<file path="src/rtl/irq_arb_pkg.sv">
package irq_arb_pkg;
  localparam int unsigned LVL_W   = 3;
  localparam int unsigned ARB_W   = 4;
  localparam int unsigned NUM_PIN = 7;
  localparam logic [LVL_W-1:0] LVL_TOP     = 3'd7;
  localparam logic [LVL_W-1:0] MASK_RESET  = 3'd7;
  localparam logic [ARB_W-1:0] ARB_PIN_RST = 4'd15;
  localparam logic [ARB_W-1:0] ARB_MOD_RST = 4'd0;
  localparam int unsigned SR_MASK_LSB = 8;
endpackage

</file>
<file path="src/rtl/irq_pin_sync.sv">
module irq_pin_sync
  import irq_arb_pkg::*;
(
  input  logic               clk_i,
  input  logic               rst_ni,
  input  logic [NUM_PIN-1:0] irq_n_i,
  input  logic               top_clr_i,
  output logic [NUM_PIN-1:0] act_o,
  output logic               top_req_o
);
  logic [NUM_PIN-1:0] meta_q, meta_d;
  logic [NUM_PIN-1:0] sync_q, sync_d;
  logic               prev_q, prev_d;
  logic               armed_q, armed_d;
  logic               top_act, top_rise;

  // next state
  always_comb begin
    meta_d   = ~irq_n_i;
    sync_d   = meta_q;
    top_act  = sync_q[NUM_PIN-1];
    top_rise = top_act & ~prev_q;
    prev_d   = top_act;
    armed_d  = (armed_q | top_rise) & top_act & ~top_clr_i;
  end

  always_ff @(posedge clk_i or negedge rst_ni) begin
    if (!rst_ni) begin
      meta_q  <= '0;
      sync_q  <= '0;
      prev_q  <= 1'b0;
      armed_q <= 1'b0;
    end else begin
      meta_q  <= meta_d;
      sync_q  <= sync_d;
      prev_q  <= prev_d;
      armed_q <= armed_d;
    end
  end

  assign act_o     = sync_q;
  assign top_req_o = armed_q | top_rise;

  AST_TOP_CLR_QUIET: assert property (@(posedge clk_i) disable iff (!rst_ni) (top_clr_i && top_act) |=> !top_req_o) else $error("top request survived clear");
endmodule

</file>
<file path="src/rtl/irq_cfg_regs.sv">
module irq_cfg_regs
  import irq_arb_pkg::*;
#(
  parameter int unsigned NUM_REQ = 4,
  parameter int unsigned ID_W    = 2
) (
  input  logic                     clk_i,
  input  logic                     rst_ni,
  input  logic                     sr_we_i,
  input  logic [15:0]              sr_wdata_i,
  input  logic                     arb_we_i,
  input  logic [ID_W-1:0]          arb_sel_i,
  input  logic [ARB_W-1:0]         arb_wdata_i,
  output logic [LVL_W-1:0]         mask_o,
  output logic [NUM_REQ*ARB_W-1:0] arb_o
);
  logic [LVL_W-1:0] mask_q, mask_d;
  logic             unused_sr;

  assign unused_sr = ^{sr_wdata_i[15:SR_MASK_LSB+LVL_W], sr_wdata_i[SR_MASK_LSB-1:0]};

  always_comb begin
    mask_d = mask_q;
    if (sr_we_i) mask_d = sr_wdata_i[SR_MASK_LSB +: LVL_W];
  end

  always_ff @(posedge clk_i or negedge rst_ni) begin
    if (!rst_ni) mask_q <= MASK_RESET;
    else         mask_q <= mask_d;
  end

  assign mask_o = mask_q;

  for (genvar g = 0; g < NUM_REQ; g++) begin : g_arb
    localparam logic [ARB_W-1:0] RST_VAL = (g == 0) ? ARB_PIN_RST : ARB_MOD_RST;
    logic [ARB_W-1:0] arb_q, arb_d;
    logic             hit;

    always_comb begin
      hit   = arb_we_i && (arb_sel_i == ID_W'(g));
      arb_d = hit ? arb_wdata_i : arb_q;
    end

    always_ff @(posedge clk_i or negedge rst_ni) begin
      if (!rst_ni) arb_q <= RST_VAL;
      else         arb_q <= arb_d;
    end

    assign arb_o[g*ARB_W +: ARB_W] = arb_q;
  end

  AST_MASK_HOLD: assert property (@(posedge clk_i) disable iff (!rst_ni) !sr_we_i |=> $stable(mask_q)) else $error("mask changed without write");
endmodule

</file>
<file path="src/rtl/irq_winner_sel.sv">
module irq_winner_sel
  import irq_arb_pkg::*;
#(
  parameter int unsigned NUM_REQ = 4,
  parameter int unsigned ID_W    = 2
) (
  input  logic [NUM_REQ*LVL_W-1:0] lvl_i,
  input  logic [NUM_REQ*ARB_W-1:0] arb_i,
  output logic                     win_vld_o,
  output logic [LVL_W-1:0]         win_lvl_o,
  output logic [ARB_W-1:0]         win_arb_o,
  output logic [ID_W-1:0]          win_id_o
);
  localparam int unsigned KEY_W = LVL_W + ARB_W;

  always_comb begin
    logic [KEY_W-1:0] best;
    logic [KEY_W-1:0] key;
    logic             elig;
    best      = '0;
    win_vld_o = 1'b0;
    win_id_o  = '0;
    for (int i = 0; i < int'(NUM_REQ); i++) begin
      key  = {lvl_i[i*LVL_W +: LVL_W], arb_i[i*ARB_W +: ARB_W]};
      elig = (lvl_i[i*LVL_W +: LVL_W] != '0) && (arb_i[i*ARB_W +: ARB_W] != '0);
      // strict compare keeps the lower index on equal keys
      if (elig && (key > best)) begin
        best      = key;
        win_vld_o = 1'b1;
        win_id_o  = ID_W'(i);
      end
    end
    win_lvl_o = best[KEY_W-1 -: LVL_W];
    win_arb_o = best[ARB_W-1:0];
  end
endmodule

</file>
<file path="src/rtl/irq_mask_arbiter.sv">
module irq_mask_arbiter
  import irq_arb_pkg::*;
#(
  parameter int unsigned NUM_MOD = 3,
  localparam int unsigned NUM_REQ = NUM_MOD + 1,
  localparam int unsigned ID_W    = $clog2(NUM_REQ)
) (
  input  logic                     clk_i,
  input  logic                     rst_ni,
  input  logic [NUM_PIN-1:0]       irq_n_i,
  input  logic [NUM_MOD-1:0]       mod_req_i,
  input  logic [NUM_MOD*LVL_W-1:0] mod_lvl_i,
  input  logic                     sr_we_i,
  input  logic [15:0]              sr_wdata_i,
  input  logic                     arb_we_i,
  input  logic [ID_W-1:0]          arb_sel_i,
  input  logic [ARB_W-1:0]         arb_wdata_i,
  input  logic                     ack_i,
  output logic                     pend_o,
  output logic [LVL_W-1:0]         pend_lvl_o,
  output logic [ID_W-1:0]          pend_id_o
);
  logic [NUM_PIN-1:0]       pin_act;
  logic                     top_req;
  logic                     top_clr;
  logic [LVL_W-1:0]         mask;
  logic [NUM_REQ*ARB_W-1:0] arb_vec;
  logic [NUM_REQ*LVL_W-1:0] lvl_vec;
  logic                     win_vld;
  logic [LVL_W-1:0]         win_lvl;
  logic [ARB_W-1:0]         win_arb;
  logic [ID_W-1:0]          win_id;

  logic                     pend_q, pend_d;
  logic [LVL_W-1:0]         lvl_q, lvl_d;
  logic [ID_W-1:0]          id_q, id_d;
  logic                     load_en;

  irq_pin_sync u_sync (
    .clk_i     (clk_i),
    .rst_ni    (rst_ni),
    .irq_n_i   (irq_n_i),
    .top_clr_i (top_clr),
    .act_o     (pin_act),
    .top_req_o (top_req)
  );

  irq_cfg_regs #(.NUM_REQ(NUM_REQ), .ID_W(ID_W)) u_cfg (
    .clk_i       (clk_i),
    .rst_ni      (rst_ni),
    .sr_we_i     (sr_we_i),
    .sr_wdata_i  (sr_wdata_i),
    .arb_we_i    (arb_we_i),
    .arb_sel_i   (arb_sel_i),
    .arb_wdata_i (arb_wdata_i),
    .mask_o      (mask),
    .arb_o       (arb_vec)
  );

  // effective level of the pin unit (requester 0)
  always_comb begin
    lvl_vec[0 +: LVL_W] = '0;
    for (int k = 1; k < int'(NUM_PIN); k++) begin
      if (pin_act[k-1] && (LVL_W'(k) > mask)) lvl_vec[0 +: LVL_W] = LVL_W'(k);
    end
    if (top_req) lvl_vec[0 +: LVL_W] = LVL_TOP;
  end

  // effective level of each module requester
  for (genvar m = 0; m < NUM_MOD; m++) begin : g_mod
    logic [LVL_W-1:0] raw;
    logic             rec;
    always_comb begin
      raw = mod_lvl_i[m*LVL_W +: LVL_W];
      rec = mod_req_i[m] && (raw != '0) && ((raw == LVL_TOP) || (raw > mask));
      lvl_vec[(m+1)*LVL_W +: LVL_W] = rec ? raw : '0;
    end
  end

  irq_winner_sel #(.NUM_REQ(NUM_REQ), .ID_W(ID_W)) u_win (
    .lvl_i     (lvl_vec),
    .arb_i     (arb_vec),
    .win_vld_o (win_vld),
    .win_lvl_o (win_lvl),
    .win_arb_o (win_arb),
    .win_id_o  (win_id)
  );

  // pending register next state
  always_comb begin
    top_clr = ack_i && pend_q && (lvl_q == LVL_TOP) && (id_q == '0);
    pend_d  = win_vld && !(ack_i && pend_q);
    load_en = win_vld;
    lvl_d   = load_en ? win_lvl : lvl_q;
    id_d    = load_en ? win_id  : id_q;
  end

  always_ff @(posedge clk_i or negedge rst_ni) begin
    if (!rst_ni) begin
      pend_q <= 1'b0;
      lvl_q  <= '0;
      id_q   <= '0;
    end else begin
      pend_q <= pend_d;
      lvl_q  <= lvl_d;
      id_q   <= id_d;
    end
  end

  assign pend_o     = pend_q;
  assign pend_lvl_o = lvl_q;
  assign pend_id_o  = id_q;

  AST_PEND_ABOVE_MASK: assert property (@(posedge clk_i) disable iff (!rst_ni) pend_q |-> ((lvl_q == LVL_TOP) || (lvl_q > $past(mask)))) else $error("pending level not above mask");
  AST_ACK_CLEARS: assert property (@(posedge clk_i) disable iff (!rst_ni) (pend_q && ack_i) |=> !pend_q) else $error("ack did not clear pending");
  AST_PEND_LVL_NZ: assert property (@(posedge clk_i) disable iff (!rst_ni) pend_q |-> (lvl_q != '0)) else $error("pending with level zero");
  AST_WIN_ARB_NZ: assert property (@(posedge clk_i) disable iff (!rst_ni) win_vld |-> (win_arb != '0)) else $error("winner has arbitration number zero");
endmodule

</file>
<file path="config.mk">
export PLATFORM = sky130hd
export DESIGN_NAME = irq_mask_arbiter
export DESIGN_NICKNAME = d
export VERILOG_FILES = /design/src/rtl/irq_arb_pkg.sv /design/src/rtl/irq_pin_sync.sv /design/src/rtl/irq_cfg_regs.sv /design/src/rtl/irq_winner_sel.sv /design/src/rtl/irq_mask_arbiter.sv
export SDC_FILE = /design/constraint.sdc
export NUM_CORES = 1
export LEC_CHECK = 0
export BUFFER_PORTS_ARGS = -buffer_cell sky130_fd_sc_hd__buf_2
export CORE_MARGIN = 2
export CORE_UTILIZATION = 30
export CTS_BUF_LIST = sky130_fd_sc_hd__clkbuf_16
export CTS_CLUSTER_DIAMETER = 200
export DETAILED_ROUTE_END_ITERATION = 10
export GPL_TIMING_DRIVEN = 0
export SYNTH_ARGS = -nofsm -noshare
export SYNTH_HDL_FRONTEND = slang
export SYNTH_SLANG_ARGS = --single-unit
</file>
<file path="constraint.sdc">
create_clock -name clk_i -period 7.21 [get_ports clk_i]
set_clock_uncertainty 0.1 [all_clocks]
set_input_delay 1.442 -clock clk_i [delete_from_list [all_inputs] [get_ports clk_i]]
set_output_delay 1.442 -clock clk_i [all_outputs]
set_load 0.01 [all_outputs]
</file>
Word-level counts from Yosys, hierarchy flattened
Cells that the tools add are included.
{"block": "classes", "n_reduce_logical": 45, "eq_ne": 7, "bitwise": 7, "n_lt_le_gt_ge": 13, "mux": 21}
{"cell": "logical AND 1 bit", "n": 28}
{"cell": "two-way mux 7 bit", "n": 4}
{"cell": "two-way mux 3 bit", "n": 8}
{"cell": "greater-than comparator 7 bit", "n": 3}
{"cell": "nonzero test 3 bit", "n": 7}
{"cell": "nonzero test 4 bit", "n": 4}
{"cell": "equality test 3 bit, second input constant", "n": 4}
{"cell": "greater-than comparator 3 bit", "n": 3}
{"cell": "greater-than comparator 3 bit, first input constant", "n": 3}
{"cell": "greater-than comparator 7 x 1 -> 1 bit, second input constant", "n": 1}
{"cell": "NOT 7 bit", "n": 1}
{"cell": "greater-than comparator 2 x 3 -> 1 bit, first input constant", "n": 2}
{"cell": "two-way mux 1 bit", "n": 6}
{"cell": "two-way mux 2 bit", "n": 3}
{"cell": "equality test 2 bit, second input constant", "n": 2}
{"cell": "zero test 2 bit", "n": 2}
{"cell": "bitwise AND 1 bit", "n": 3}
{"cell": "greater-than comparator 1 x 3 -> 1 bit, first input constant", "n": 1}
{"cell": "logical OR 1 bit", "n": 3}
{"cell": "equality test 2 x 1 -> 1 bit, second input constant", "n": 1}
{"cell": "NOT 1 bit", "n": 2}
{"cell": "zero test 1 bit", "n": 1}
{"cell": "bitwise OR 1 bit", "n": 1}
{"block": "totals", "word_cells": 105, "reg_bits": 41, "inputBits": 46}

Logic depth before layout (Yosys ltp)
Gate-level depths: netlist of run 1.
{"block": "logic_depth", "ltp_word": 23, "depth_mapped": 30, "mapped_depth_nobuf": 28}

Cells and area by module
Synthesis of run 1 repeated with hierarchy kept, for this count alone.
{"block": "unflattened", "cells_unflattened": 300, "hier_area_um2": 2946.6}
{"mod": "irq_winner_sel", "instances": 1, "seq_area_each_um2": 0.0, "area_per_inst_um2": 1101.1, "cells_per_inst": 146}
{"mod": "irq_cfg_regs", "instances": 1, "seq_area_each_um2": 484.2, "area_per_inst_um2": 737.0, "cells_per_inst": 42}
{"mod": "irq_mask_arbiter", "instances": 1, "seq_area_each_um2": 150.1, "area_per_inst_um2": 655.6, "cells_per_inst": 85}
{"mod": "irq_pin_sync", "instances": 1, "seq_area_each_um2": 400.4, "area_per_inst_um2": 452.9, "cells_per_inst": 27}

Least setup slack after synthesis of run 1
OpenSTA, ideal clock, no wires.
{"block": "synth_timing", "path_type": "input port to flip-flop", "start": "input mod_lvl_i[2]", "end": "register lvl_q[2], in the netlist pend_lvl_o[2]", "arrival_ps": 7068, "stages": 29, "path_buffers": 2, "setup_ps": 121, "slack_ps": -80, "path_cell_list": "ha_1 > a21oi_1 > a211oi_2 > a211oi_2 > nor2_1 > ha_1 > o211ai_1 > a21oi_1 > nor3_1 > nor4_4 > buf_6 > nand2_1 > and2_1 > ha_1 > nand3_1 > o21bai_1 > a311oi_1 > nand3_1 > clkbuf_1 > nand3_1 > o21ai_0 > ha_1 > a21o_1 > a21o_1 > a211o_1 > and3_4 > a2111oi_4 > and2b_1 > a21oi_1"}
{"block": "synth_via", "elab_chain_cells": 14, "word_cells_on_any_way": 21, "classes_between": "order compare: 4; eq/ne: 1; mux: 7; reduce/logical: 9"}
{"element": "start, declared", "line_no": "irq_mask_arbiter.sv:12", "rtl": "input logic [NUM_MOD*LVL_W-1:0] mod_lvl_i,"}
{"element": "greater-than comparator 3 bit (tied with other cells)", "line_no": "irq_mask_arbiter.sv:75", "rtl": "rec = mod_req_i[m] && (raw != '0) && ((raw == LVL_TOP) || (raw > mask));"}
{"element": "logical OR 1 bit / logical AND 1 bit (equally long branches)", "line_no": "irq_mask_arbiter.sv:75"}
{"element": "logical AND 1 bit", "line_no": "irq_mask_arbiter.sv:75"}
{"element": "two-way mux 3 bit (*)", "line_no": "irq_mask_arbiter.sv:76", "rtl": "lvl_vec[(m+1)*LVL_W +: LVL_W] = rec ? raw : '0;"}
{"element": "branches (longest 10 deep; another with greater-than comparator 7 bit)"}
{"element": "end signal, assigned", "line_no": "irq_mask_arbiter.sv:105", "rtl": "lvl_q <= lvl_d;"}
{"element": "end, declared", "line_no": "irq_mask_arbiter.sv:35", "rtl": "logic [LVL_W-1:0] lvl_q, lvl_d;"}
Mark *: on every way between the ends.
A chain may end at the register's enable or synchronous reset.

Worst setup path after layout of run 1
Ends and elaborated chain as after synthesis.

==> summary.md, run 1 <==
| Metric | Value |
|---|---|
| Max Cap Viol | `0` |
| Reg2Reg Depth | `31` |
| Pleak | `1.60 nW` |
| Worst setup SP type | `input port` |
| Synthesized flop and latch total | `41` |
| Post-synthesis cell count | `281` |
| DR WL/cell | `13.7 µm` |
| Cell Area, Synth | `0.00274 mm²` |
| Antenna fix cells | `0` |
| Fin Hold WS | `0.244 ns` |
| Hold Fails Final Rpt | `0` |
| Global-route usage over all layers | `0.127` |
| Status | `finished clean` |
| Gr ovfl total | `0` |
| Starting DRT DRC Count | `75` |
| Hold wc startpoint | `u_sync.meta_q[4]` |
| Buf/Inv on CP | `5` |
| Fill cell count | `856` |
| Max Fclk | `145 MHz` |
| Synth async-reset ratio | `1.00` |
| # clock sinks | `41` |
| Avg Synthesized Cell Area | `9.73 µm²` |
| Hold endpoint | `u_sync.act_o[4]` |
| Initial Utilization | `0.312` |
| Rel. slew slack | `0.416` |
| Crit path required time | `7.28 ns` |
| Hold Path Class | `register to register` |
| HPWL after DPL | `4.64 mm` |
| PortBufs | `37` |
| Kind of critical path | `input port to register` |
| # IOs | `52` |
| Layout net count | `411` |
| Initial antenna violation count | `0` |
| Setup TNS | `0 ns` |
| Pins over their slew limit | `0` |
| Final setup vio count | `0` |
| Htree depth | `2` |
| Synthesis-to-finish area growth | `23.9%` |
| Post-Syn Nets | `357` |
| Distinct cell type count after synthesis | `50` |
| Clock Latency Late Sink | `0.28 ns` |
| Final WL | `6.10 mm` |
| Full die area | `0.00990 mm²` |
| FF-to-FF Start | `u_cfg.mask_o[2]` |
| First-pass DRT Iterations | `4` |
| Ys Warns | `0` |
| Ys flop type | `dfrtp_1` |
| CTS Buf Count | `5` |
| Hold_buf cts | `0` |
| Worst r2r dst | `pend_lvl_o[2]` |
| Worst path slowest cell | `ha_1` |
| Footprint of the multi-input gates | `0.00169 mm²` |
| DRC | `0` |
| Post-DR vias/cell | `5.02` |
| Hold Path Depth | `0` |
| CP max stage delay | `0.33 ns` |
| CP max FO | `7` |
| Least-Margin Pin Slew | `0.875 ns` |
| Data arrival time of the worst path | `6.95 ns` |
| Clock buffer depth | `2` |
| Core area | `0.00876 mm²` |
| First-pass GRT wire length | `10.1 mm` |
| Post-synth EDFFs | `0` |
| Top Family by Delay on Critical Path | `compound AO/OA/AOI/OAI gates` |
| Cell Pwr Density | `243 mW/mm²` |
| Die Wd | `99.5 µm` |
| Root buf cell | `clkbuf_16` |
| Die height | `99.5 µm` |
| Row count | `34` |
| Clk slew on worst S/H paths | `0.06 ns` |
| Routed Antenna Nets | `0` |
| Fraction of layout cells with a size suffix above 1 | `0.313` |
| Final period utilization | `0.954` |
| TritonCTS clock tree | `done` |
| Routability Congestion | `0.860` |
| Sequential fraction of the synthesis area | `0.378` |
| Vias | `2230` |
| Largest net degree at the start of global routing | `42` |
| Peak supply drop | `132 µV` |
| Critical path capture point type | `register` |
| Vias in the first global route | `2164` |
| Total number of cells along the worst setup path | `31` |
| FF/Latch Area | `0.00103 mm²` |
| Final min period | `6.88 ns` |
| R2r setup slk | `0.92 ns` |
## cell usage after synthesis (all sizes together), types with 3 or more instances
library cell / number / share of area
a211oi: 3 / 0.012
a21o: 7 / 0.019
a21oi: 16 / 0.031
and2: 6 / 0.014
and3: 4 / 0.013
dfrtp: 34 / 0.31
dfstp: 7 / 0.067
ha: 30 / 0.14
inv: 22 / 0.030
mux2: 19 / 0.080
nand2: 29 / 0.040
nand2b: 5 / 0.011
nand3: 10 / 0.018
nand3b: 5 / 0.014
nand4: 3 / 0.0069
nor2: 16 / 0.022
nor3: 4 / 0.0073
nor4: 4 / 0.015
o211ai: 3 / 0.0082
o21a: 8 / 0.022
o21ai: 17 / 0.032
or4: 3 / 0.0082
## area by class of cell
type,instances,area share
buffer,3,0.00775
clock buffer,5,0.0369
clock inverter,3,0.0114
inverter,22,0.0244
multi-input combinational,215,0.498
sequential,41,0.305
tap,108,0.0399
timing repair buffer,47,0.0760
## timing repair
item / 4_1_cts / 5_1_grt
setup endpoints to repair: 5 / 5
setup buffers: 4 / 4
gates resized for setup: 3 / 19
endpoints found under the hold margin: 0 / 0
pin swaps: 5 / 11
cloned: 0 / 2
## cells by family (layout without fill, tap and decap cells)
| kind of cell | after synthesis | after routing | share of synthesized area |
|---|---|---|---|
| AOI/OAI and AO/OA | 70 | 70 | 0.179 |
| adders and majority gates | 30 | 30 | 0.137 |
| buffers and inverters | 25 | 80 | 0.0371 |
| DFF | 41 | 41 | 0.378 |
| muxes | 20 | 20 | 0.0846 |
| and+or+nand+nor | 95 | 95 | 0.184 |
## worst register-to-register path, delay by kind of cell, from the launching register on
kind            cells  cell delay (ns)
buf+inv             5             0.82
flops               1             0.53
fa+ha+maj           4             1.13
simple gates       11             1.53
compound gates     11             2.08
## per-stage QoR
| step | instance area (µm²) | utilization | worst slack [ns] | cells | power [W] |
|---|---|---|---|---|---|
| after floorplan | 2740 | - | 0.000596 | 281 | 0.000482 |
| after global placement | 3060 | 0.349 | -0.803 | 426 | 0.000550 |
| after detailed placement | 3060 | 0.349 | -0.818 | 426 | 0.000556 |
| after CTS | 3270 | 0.373 | 0.0339 | 438 | 0.000815 |
| after global routing | 3390 | 0.387 | -0.0305 | 444 | 0.000885 |
| final | 3390 | 0.387 | 0.331 | 444 | 0.000824 |
## placed cells by master (no fill, tap or decap), types with 2 or more instances in the layout
cell,synthesis,routed
a31oi_1,2,2
a21oi_2,1,2
and3_4,2,3
o211ai_1,3,3
nor3b_1,2,2
buf_6,1,2
buf_4,0,9
clkbuf_16,0,5
ha_4,0,3
o21ai_1,2,4
and2_1,6,6
nor3_1,4,3
nand3b_1,5,5
a211o_1,2,2
nand4_1,3,3
a21oi_1,15,13
nor2_1,16,16
o21a_1,8,8
ha_1,30,27
mux2_2,18,18
or4_1,3,3
dfrtp_1,34,34
nor2b_1,2,2
nand2_2,0,2
a21o_1,7,7
inv_1,22,22
nor4_1,3,3
o21ai_0,14,12
nand3_1,10,9
nand2_1,29,27
dfstp_2,7,7
nand2b_1,5,5
buf_2,0,38
## registers in the layout (all words and copies together) (netlist names)
name and count:
u_cfg.g_arb.arb_q 16, u_sync.act_o 7, u_sync.meta_q 7, pend_lvl_o 3, u_cfg.mask_o 3, pend_id_o 2, pend_o 1, u_sync.armed_q 1
u_sync.prev_q 1
## layer usage
layer  share of wire  GRT usage  vias to the layer above  routed length (µm)
met5               0          0                        -                   0
met4           0.013     0.0369                        0                  78
met3           0.034     0.0295                        7                 205
met2            0.47      0.208                       41                2900
met1            0.48      0.169                     1056                2920
li1                -          -                     1126                   -
## worst max path at each step
stage | slack, ns | to | startpoint
floorplan | 0.0006 | pend_lvl_o[2] | mod_lvl_i[2]
global placement | -0.80 | pend_lvl_o[2] | mod_lvl_i[2]
detailed placement | -0.82 | pend_lvl_o[2] | mod_lvl_i[2]
CTS | 0.03 | pend_lvl_o[2] | mod_lvl_i[2]
global route | -0.03 | pend_lvl_o[0] | mod_lvl_i[2]
finish | 0.33 | pend_lvl_o[2] | mod_lvl_i[2]
## power by group
part / switching [W] / total, W / internal (W) / leakage, nW
Sequential: 0.0000288 / 0.000298 / 0.000269 / 0.475
Combinational: 0.000144 / 0.000281 / 0.000137 / 1.04
Clock: 0.0000842 / 0.000245 / 0.000161 / 0.0850
Total: 0.000257 / 0.000824 / 0.000567 / 1.60
Power figures use the tool's default switching activity.
==> run 2, diff against run 1 <==
==> constraint.sdc (replaced) <==
create_clock -name clk_i -period 7.65 [get_ports clk_i]
set_clock_uncertainty 0.1 [all_clocks]
set_input_delay 1.53 -clock clk_i [delete_from_list [all_inputs] [get_ports clk_i]]
set_output_delay 1.53 -clock clk_i [all_outputs]
set_load 0.01 [all_outputs]
==> run 2 against run 1 <==
Against the previous run: sequential cell count stayed put; non-clock buffer count down 2; first-iteration DRC count grew 2.7%; global-route usage fell by 0.17 points; largest power group unchanged; hold slack gained 0.00059 ns; clock-buffer cell count unchanged; die area unchanged; via count down 0.63%; sequential power shrank 6%; design area down 3.0%.
==> summary.md, run 2 (synthesis gave the netlist of run 1 again) <==
| Metric | Value |
|---|---|
| Routed Antenna Nets | `0 (unchanged)` |
| Most frequent cells in the layout | `buf_2, dfrtp_1, ha_1 (was buf_2, dfrtp_1, nand2_1, ha_1, inv_1)` |
| Max Cap Viol | `0 (unchanged)` |
| Unrepaired setup endpoints after global routing | `false` |
| Worst path slowest cell | `nor4_4 (was ha_1)` |
| Largest net degree at the start of global routing | `42 (unchanged)` |
| Initial Utilization | `0.312 (unchanged)` |
| Die height | `99.5 µm (unchanged)` |
| First-pass DRT Iterations | `4 (unchanged)` |
| Root buf cell | `clkbuf_16 (unchanged)` |
| Post-DR vias/cell | `5.01 (was 5.02)` |
| Fin Hold WS | `0.245 ns (was 0.244 ns)` |
| CP max FO | `7 (unchanged)` |
| Full die area | `0.00990 mm² (unchanged)` |
| HPWL after DPL | `4.68 mm (was 4.64 mm)` |
| Final WL | `5.91 mm (was 6.10 mm)` |
| Hold_buf cts | `0 (unchanged)` |
| Die Wd | `99.5 µm (unchanged)` |
| Pins over their slew limit | `0 (unchanged)` |
| Starting DRT DRC Count | `77 (was 75)` |
| Clock buffer depth | `2 (unchanged)` |
| Vias | `2216 (was 2230)` |
| Placed cell area | `0.00306 mm² (about the same)` |
| Setup TNS | `0 ns (unchanged)` |
| Clk slew on worst S/H paths | `0.06 ns (about the same)` |
| TritonCTS clock tree | `done (unchanged)` |
| Pleak | `1.57 nW (was 1.60 nW)` |
| FF-to-FF Start | `u_cfg.mask_o[2] (unchanged)` |
| M2 GR Usage | `0.203 (was 0.208)` |
| Largest Register | `u_cfg.g_arb.arb_q (unchanged)` |
| Htree depth | `2 (unchanged)` |
| R2r setup slk | `1.04 ns (was 0.92 ns)` |
| Peak supply drop | `84.7 µV (was 132 µV)` |
| Final period utilization | `0.955` |
| Fraction of layout cells with a size suffix above 1 | `0.287 (was 0.313)` |
| Initial antenna violation count | `0 (unchanged)` |
| # clock sinks | `41 (unchanged)` |
| Rel. slew slack | `0.417 (was 0.416)` |
| CTS Buf Count | `5 (unchanged)` |
| DRC | `0 (unchanged)` |
| DR WL/cell | `13.4 µm (was 13.7 µm)` |
| Synthesis-to-finish area growth | `20.2% (was 23.9%)` |
| Hold Path Class | `register to register (unchanged)` |
| CP startpoint | `mod_lvl_i[2] (unchanged)` |
| Global-route usage over all layers | `0.126 (was 0.127)` |
| GR Util met1 | `0.171 (was 0.169)` |
| CP max stage delay | `0.48 ns (was 0.33 ns)` |
| Antenna fix cells | `0 (unchanged)` |
| Critical path capture point type | `register (unchanged)` |
| Setup crit end | `pend_lvl_o[0] (was pend_lvl_o[2])` |
| Max reg flops | `16 (unchanged)` |
| Gr ovfl total | `0 (unchanged)` |
| Final setup vio count | `0 (unchanged)` |
| Dpl cells | `426 (unchanged)` |
| # IOs | `52 (unchanged)` |
| Busiest grt layer | `met2 (unchanged)` |
| Layout Cell Area excl Fill | `0.00329 mm² (was 0.00339 mm²)` |
| Hold Fails Final Rpt | `0 (unchanged)` |
| Status | `finished clean (unchanged)` |
| Worst setup SP type | `input port (unchanged)` |
| Most common cell after layout, fill and taps aside | `buf_2 (unchanged)` |
| Routability Congestion | `0.876 (was 0.860)` |
| Final min period | `7.31 ns` |
| Reg2Reg Depth | `30 (was 31)` |
| Row count | `34 (unchanged)` |
| Vias in the first global route | `2232 (was 2164)` |
| Data arrival time of the worst path | `7.38 ns (was 6.95 ns)` |
| Core area | `0.00876 mm² (unchanged)` |
| Fill cell count | `908 (was 856)` |
| Max Fclk | `137 MHz` |
| Crit path top cell by count | `ha_1` |
| Cell Pwr Density | `223 mW/mm² (was 243 mW/mm²)` |
| Least-Margin Pin Slew | `0.875 ns (about the same)` |
| PortBufs | `37 (unchanged)` |
| Crit path required time | `7.72 ns (was 7.28 ns)` |
| Layout net count | `409 (was 411)` |
| Met3 usage | `0.0253 (was 0.0295)` |
| Kind of critical path | `input port to register (unchanged)` |
| Fin cells | `442 (was 444)` |
| Worst r2r dst | `pend_lvl_o[0] (was pend_lvl_o[2])` |
| Clock Latency Late Sink | `0.28 ns (about the same)` |
| First-pass GRT wire length | `10.1 mm (about the same)` |
## run 2: cell types whose count changed in the layout (fill, tap and decap cells not counted), sizes merged
cell,before,now
bufinv,1,0
buf,49,47
inv,23,22
clkinvlp,0,1
clkinv,1,2
## run 2: how the worst min path moves through the flow
| stage | cells past startpoint | to | start |
|---|---|---|---|
| CTS | 0 | u_sync.act_o[3] | u_sync.meta_q[3] |
| global placement | 0 | u_sync.act_o[0] | u_sync.meta_q[0] |
| global route | 0 | u_sync.act_o[1] | u_sync.meta_q[1] |
| detailed placement | 0 | u_sync.act_o[3] | u_sync.meta_q[3] |
| floorplan | 0 | u_sync.act_o[0] | u_sync.meta_q[0] |
| finish | 0 | u_sync.act_o[3] | u_sync.meta_q[3] |
## run 2: cell type report
class	instances	area (µm²)	share of cell area
buffer	3	26.3	0.00799
clock buffer	5	125	0.0381
clock inverter	3	17.5	0.00533
inverter	22	82.6	0.0251
multi-input combinational	215	1630	0.495
sequential	41	1030	0.315
tap	108	135	0.0411
timing repair buffer	45	240	0.0731
## run 2: metal layers
metal / wire (µm) / up-vias
met5: 0 / -
li1: - / 1125
met3: 235 / 8
met1: 2870 / 1034
met2: 2720 / 49
met4: 91 / 0
## run 2: timing repair
item,4_1_cts,5_1_grt
endpoints found under the setup margin,5,5
gates resized for setup,3,9
endpoints found under the hold margin,0,0
cloned,0,2
pin swaps,2,7
setup buffers,1,5
## run 2: worst max-delay path, delay by kind of cell
| family | cells | cell delay, ns |
|---|---|---|
| AO/OA/AOI/OAI | 12 | 2.37 |
| AND/OR/NAND/NOR | 10 | 1.54 |
| buffers and inverters | 4 | 0.71 |
| adder cells (fa/ha/maj) | 4 | 1.25 |
## run 2: metrics by stage
| stage | power (W) | utilization | setup WS [ns] |
|---|---|---|---|
| global route | 0.000788 | 0.375 | 0.00330 |
| detailed placement | 0.000525 | 0.349 | -0.640 |
| finish | 0.000732 | 0.375 | 0.341 |
| floorplan | 0.000453 | - | 0.272 |
| CTS | 0.000733 | 0.368 | 0.00618 |
| global placement | 0.000517 | 0.349 | -0.569 |
## run 2: report_power, final
group | total, W | switching [W] | internal, W
sequential | 0.000280 | 0.0000269 | 0.000253
combinational | 0.000252 | 0.000130 | 0.000122
clock | 0.000199 | 0.0000801 | 0.000119
total | 0.000732 | 0.000237 | 0.000495
==> run 3, diff against run 2 <==
--- a/config.mk
+++ b/config.mk
@@ -12,6 +12,7 @@
 export CTS_CLUSTER_DIAMETER = 200
 export DETAILED_ROUTE_END_ITERATION = 10
 export GPL_TIMING_DRIVEN = 0
+export REMOVE_ABC_BUFFERS = 1
 export SYNTH_ARGS = -nofsm -noshare
 export SYNTH_HDL_FRONTEND = slang
 export SYNTH_SLANG_ARGS = --single-unit
==> run 3 against run 2 <==
Against the previous run: clock power is 16% higher; critical path depth stayed put; non-clock buffer count is 5 lower; design area is 0.42% lower; sequential power hardly changed; clock-buffer cell count stayed put; global-route usage is 0.12 points higher.
==> summary.md, run 3 (synthesis gave the netlist of run 1 again) <==
| Metric | Value |
|---|---|
| Status | `finished clean (unchanged)` |
| R2r setup slk | `1.13 ns (was 1.04 ns)` |
| Max Fclk | `138 MHz (was 137 MHz)` |
| Most common cell after layout, fill and taps aside | `buf_2 (unchanged)` |
| Max reg flops | `16 (unchanged)` |
| Largest net degree at the start of global routing | `42 (unchanged)` |
| Hold Path Depth | `0 (unchanged)` |
| Full die area | `0.00990 mm² (unchanged)` |
| Clock buffer depth | `2 (unchanged)` |
| Antenna fix cells | `0 (unchanged)` |
| Most frequent cells in the layout | `buf_2, dfrtp_1, ha_1 (unchanged)` |
| Routability Congestion | `0.845 (was 0.876)` |
| Die Wd | `99.5 µm (unchanged)` |
| Critical path capture point type | `register (unchanged)` |
| Final min period | `7.24 ns (was 7.31 ns)` |
| Final setup vio count | `0 (unchanged)` |
| Global-route usage over all layers | `0.127 (was 0.126)` |
| CP max stage delay | `0.37 ns (was 0.48 ns)` |
| Combinational power share | `0.331 (was 0.345)` |
| Final period utilization | `0.946 (was 0.955)` |
| FF/Latch Area | `0.00103 mm² (unchanged)` |
| Fill cell count | `903 (was 908)` |
| Least-Margin Pin Slew | `0.865 ns (was 0.875 ns)` |
| Fin util | `0.374 (was 0.375)` |
| CP max FO | `16 (was 7)` |
| Busiest grt layer | `met2 (unchanged)` |
| Row count | `34 (unchanged)` |
| CTS Buf Count | `5 (unchanged)` |
| DRC | `0 (unchanged)` |
| Final worst slack | `0.415 ns (was 0.341 ns)` |
| Pleak | `1.57 nW (about the same)` |
| PortBufs | `38 (was 37)` |
| First-pass GRT wire length | `10.2 mm (was 10.1 mm)` |
| Data arrival time of the worst path | `7.31 ns (was 7.38 ns)` |
| Clk slew on worst S/H paths | `0.06 ns (about the same)` |
| Die height | `99.5 µm (unchanged)` |
| Reg2Reg Depth | `30 (unchanged)` |
| Starting DRT DRC Count | `92 (was 77)` |
| GR Util met1 | `0.175 (was 0.171)` |
| First-pass DRT Iterations | `4 (unchanged)` |
| Crit path top cell by count | `ha_1 (unchanged)` |
| Footprint of the multi-input gates | `0.00163 mm² (about the same)` |
| Gr ovfl total | `0 (unchanged)` |
| Pins over their slew limit | `0 (unchanged)` |
| TritonCTS clock tree | `done (unchanged)` |
| DR WL/cell | `13.3 µm (was 13.4 µm)` |
| Layout net count | `404 (was 409)` |
| Part of the power in registers | `0.367 (was 0.383)` |
| Pint | `0.000527 W (was 0.000495 W)` |
| Core area | `0.00876 mm² (unchanged)` |
| Unrepaired setup endpoints after global routing | `false (unchanged)` |
| Root buf cell | `clkbuf_16 (unchanged)` |
| Vias in the first global route | `2193 (was 2232)` |
| Worst path slowest cell | `mux2_2 (was nor4_4)` |
| Switching Power | `0.000236 W (was 0.000237 W)` |
| Max Cap Viol | `0 (unchanged)` |
| Routed Antenna Nets | `0 (unchanged)` |
| Initial Utilization | `0.312 (unchanged)` |
| Synthesis-to-finish area growth | `19.7% (was 20.2%)` |
| Peak supply drop | `87.0 µV (was 84.7 µV)` |
| Final WL | `5.80 mm (was 5.91 mm)` |
| Met3 usage | `0.0274 (was 0.0253)` |
| HPWL after DPL | `4.62 mm (was 4.68 mm)` |
| Crit path required time | `7.72 ns (about the same)` |
| Initial antenna violation count | `0 (unchanged)` |
| Worst setup SP type | `input port (unchanged)` |
| Hold Path Class | `register to register (unchanged)` |
| Rel. slew slack | `0.423 (was 0.417)` |
| Setup TNS | `0 ns (unchanged)` |
| Kind of critical path | `input port to register (unchanged)` |
| Htree depth | `2 (unchanged)` |
| Switching share of power | `0.309 (was 0.324)` |
| # IOs | `52 (unchanged)` |
| # clock sinks | `41 (unchanged)` |
| Cell Pwr Density | `233 mW/mm² (was 223 mW/mm²)` |
| Post-placement setup slack | `-0.869 ns (was -0.640 ns)` |
| Vias | `2206 (was 2216)` |
| Largest Register | `u_cfg.g_arb.arb_q (unchanged)` |
| Hold_buf cts | `0 (unchanged)` |
| Post-DR vias/cell | `5.05 (was 5.01)` |
| Hold Fails Final Rpt | `0 (unchanged)` |
| Share of total power in the clock network | `0.302 (was 0.272)` |
| Clock Latency Late Sink | `0.28 ns (about the same)` |
| Fraction of layout cells with a size suffix above 1 | `0.271 (was 0.287)` |
| M2 GR Usage | `0.198 (was 0.203)` |
-- run 3: routing by layer --
| metal | vias to the layer above | wire (µm) |
|---|---|---|
| li1 | 1118 | - |
| met1 | 1034 | 2850 |
| met2 | 44 | 2600 |
| met3 | 10 | 207 |
| met4 | 0 | 135 |
| met5 | - | 0 |
-- run 3: critical path, delay by kind of cell --
| family | cells | cell delay, ns |
|---|---|---|
| AOI/OAI and AO/OA | 12 | 2.11 |
| and+or+nand+nor | 9 | 1.35 |
| adders and majority gates | 4 | 1.28 |
| buffers and inverters | 4 | 0.67 |
| muxes | 1 | 0.37 |
-- run 3: area by class of cell --
class | count | area share
inverters | 22 | 0.0252
clock inverters | 3 | 0.0118
flip-flops and latches | 41 | 0.316
clock buffers | 5 | 0.0382
well taps | 108 | 0.0413
repair buffers | 43 | 0.0695
multi-input cells | 215 | 0.498
-- run 3: timing repair --
action,4_1_cts,5_1_grt
pin swaps,2,3
setup endpoints to repair,5,5
setup buffers,2,3
gates resized for setup,2,4
-- run 3: final timing paths --
kind,startpoint,endpoint
max in group asynchronous,rst_ni,u_sync.meta_q[6]
worst max-delay path,mod_lvl_i[2],pend_lvl_o[2]
worst max register to register,u_cfg.mask_o[2],pend_lvl_o[2]
worst min-delay path,u_sync.meta_q[4],u_sync.act_o[4]
min in group asynchronous,rst_ni,u_sync.armed_q
worst min register to register,u_sync.meta_q[4],u_sync.act_o[4]
-- run 3: stage by stage --
| stage | cells | hold WS [ns] | power, W | area [µm²] |
|---|---|---|---|---|
| 6_report | 437 | 0.240 | 0.000763 | 3270 |
| 5_1_grt | 437 | 0.249 | 0.000823 | 3270 |
| 3_5_place_dp | 424 | 0.235 | 0.000523 | 3040 |
| 4_1_cts | 434 | 0.244 | 0.000762 | 3230 |
| 3_3_place_gp | 424 | 0.233 | 0.000515 | 3040 |
| 2_1_floorplan | 278 | 0.231 | 0.000451 | 2720 |
-- run 3: power by group through the flow --
stage	clock (W)	combinational [W]	sequential [W]
after floorplan	0	0.000171	0.000280
after global placement	0	0.000233	0.000282
after CTS	0.000236	0.000245	0.000281
after detailed placement	0	0.000239	0.000284
final	0.000230	0.000252	0.000280
after global routing	0.000246	0.000291	0.000286
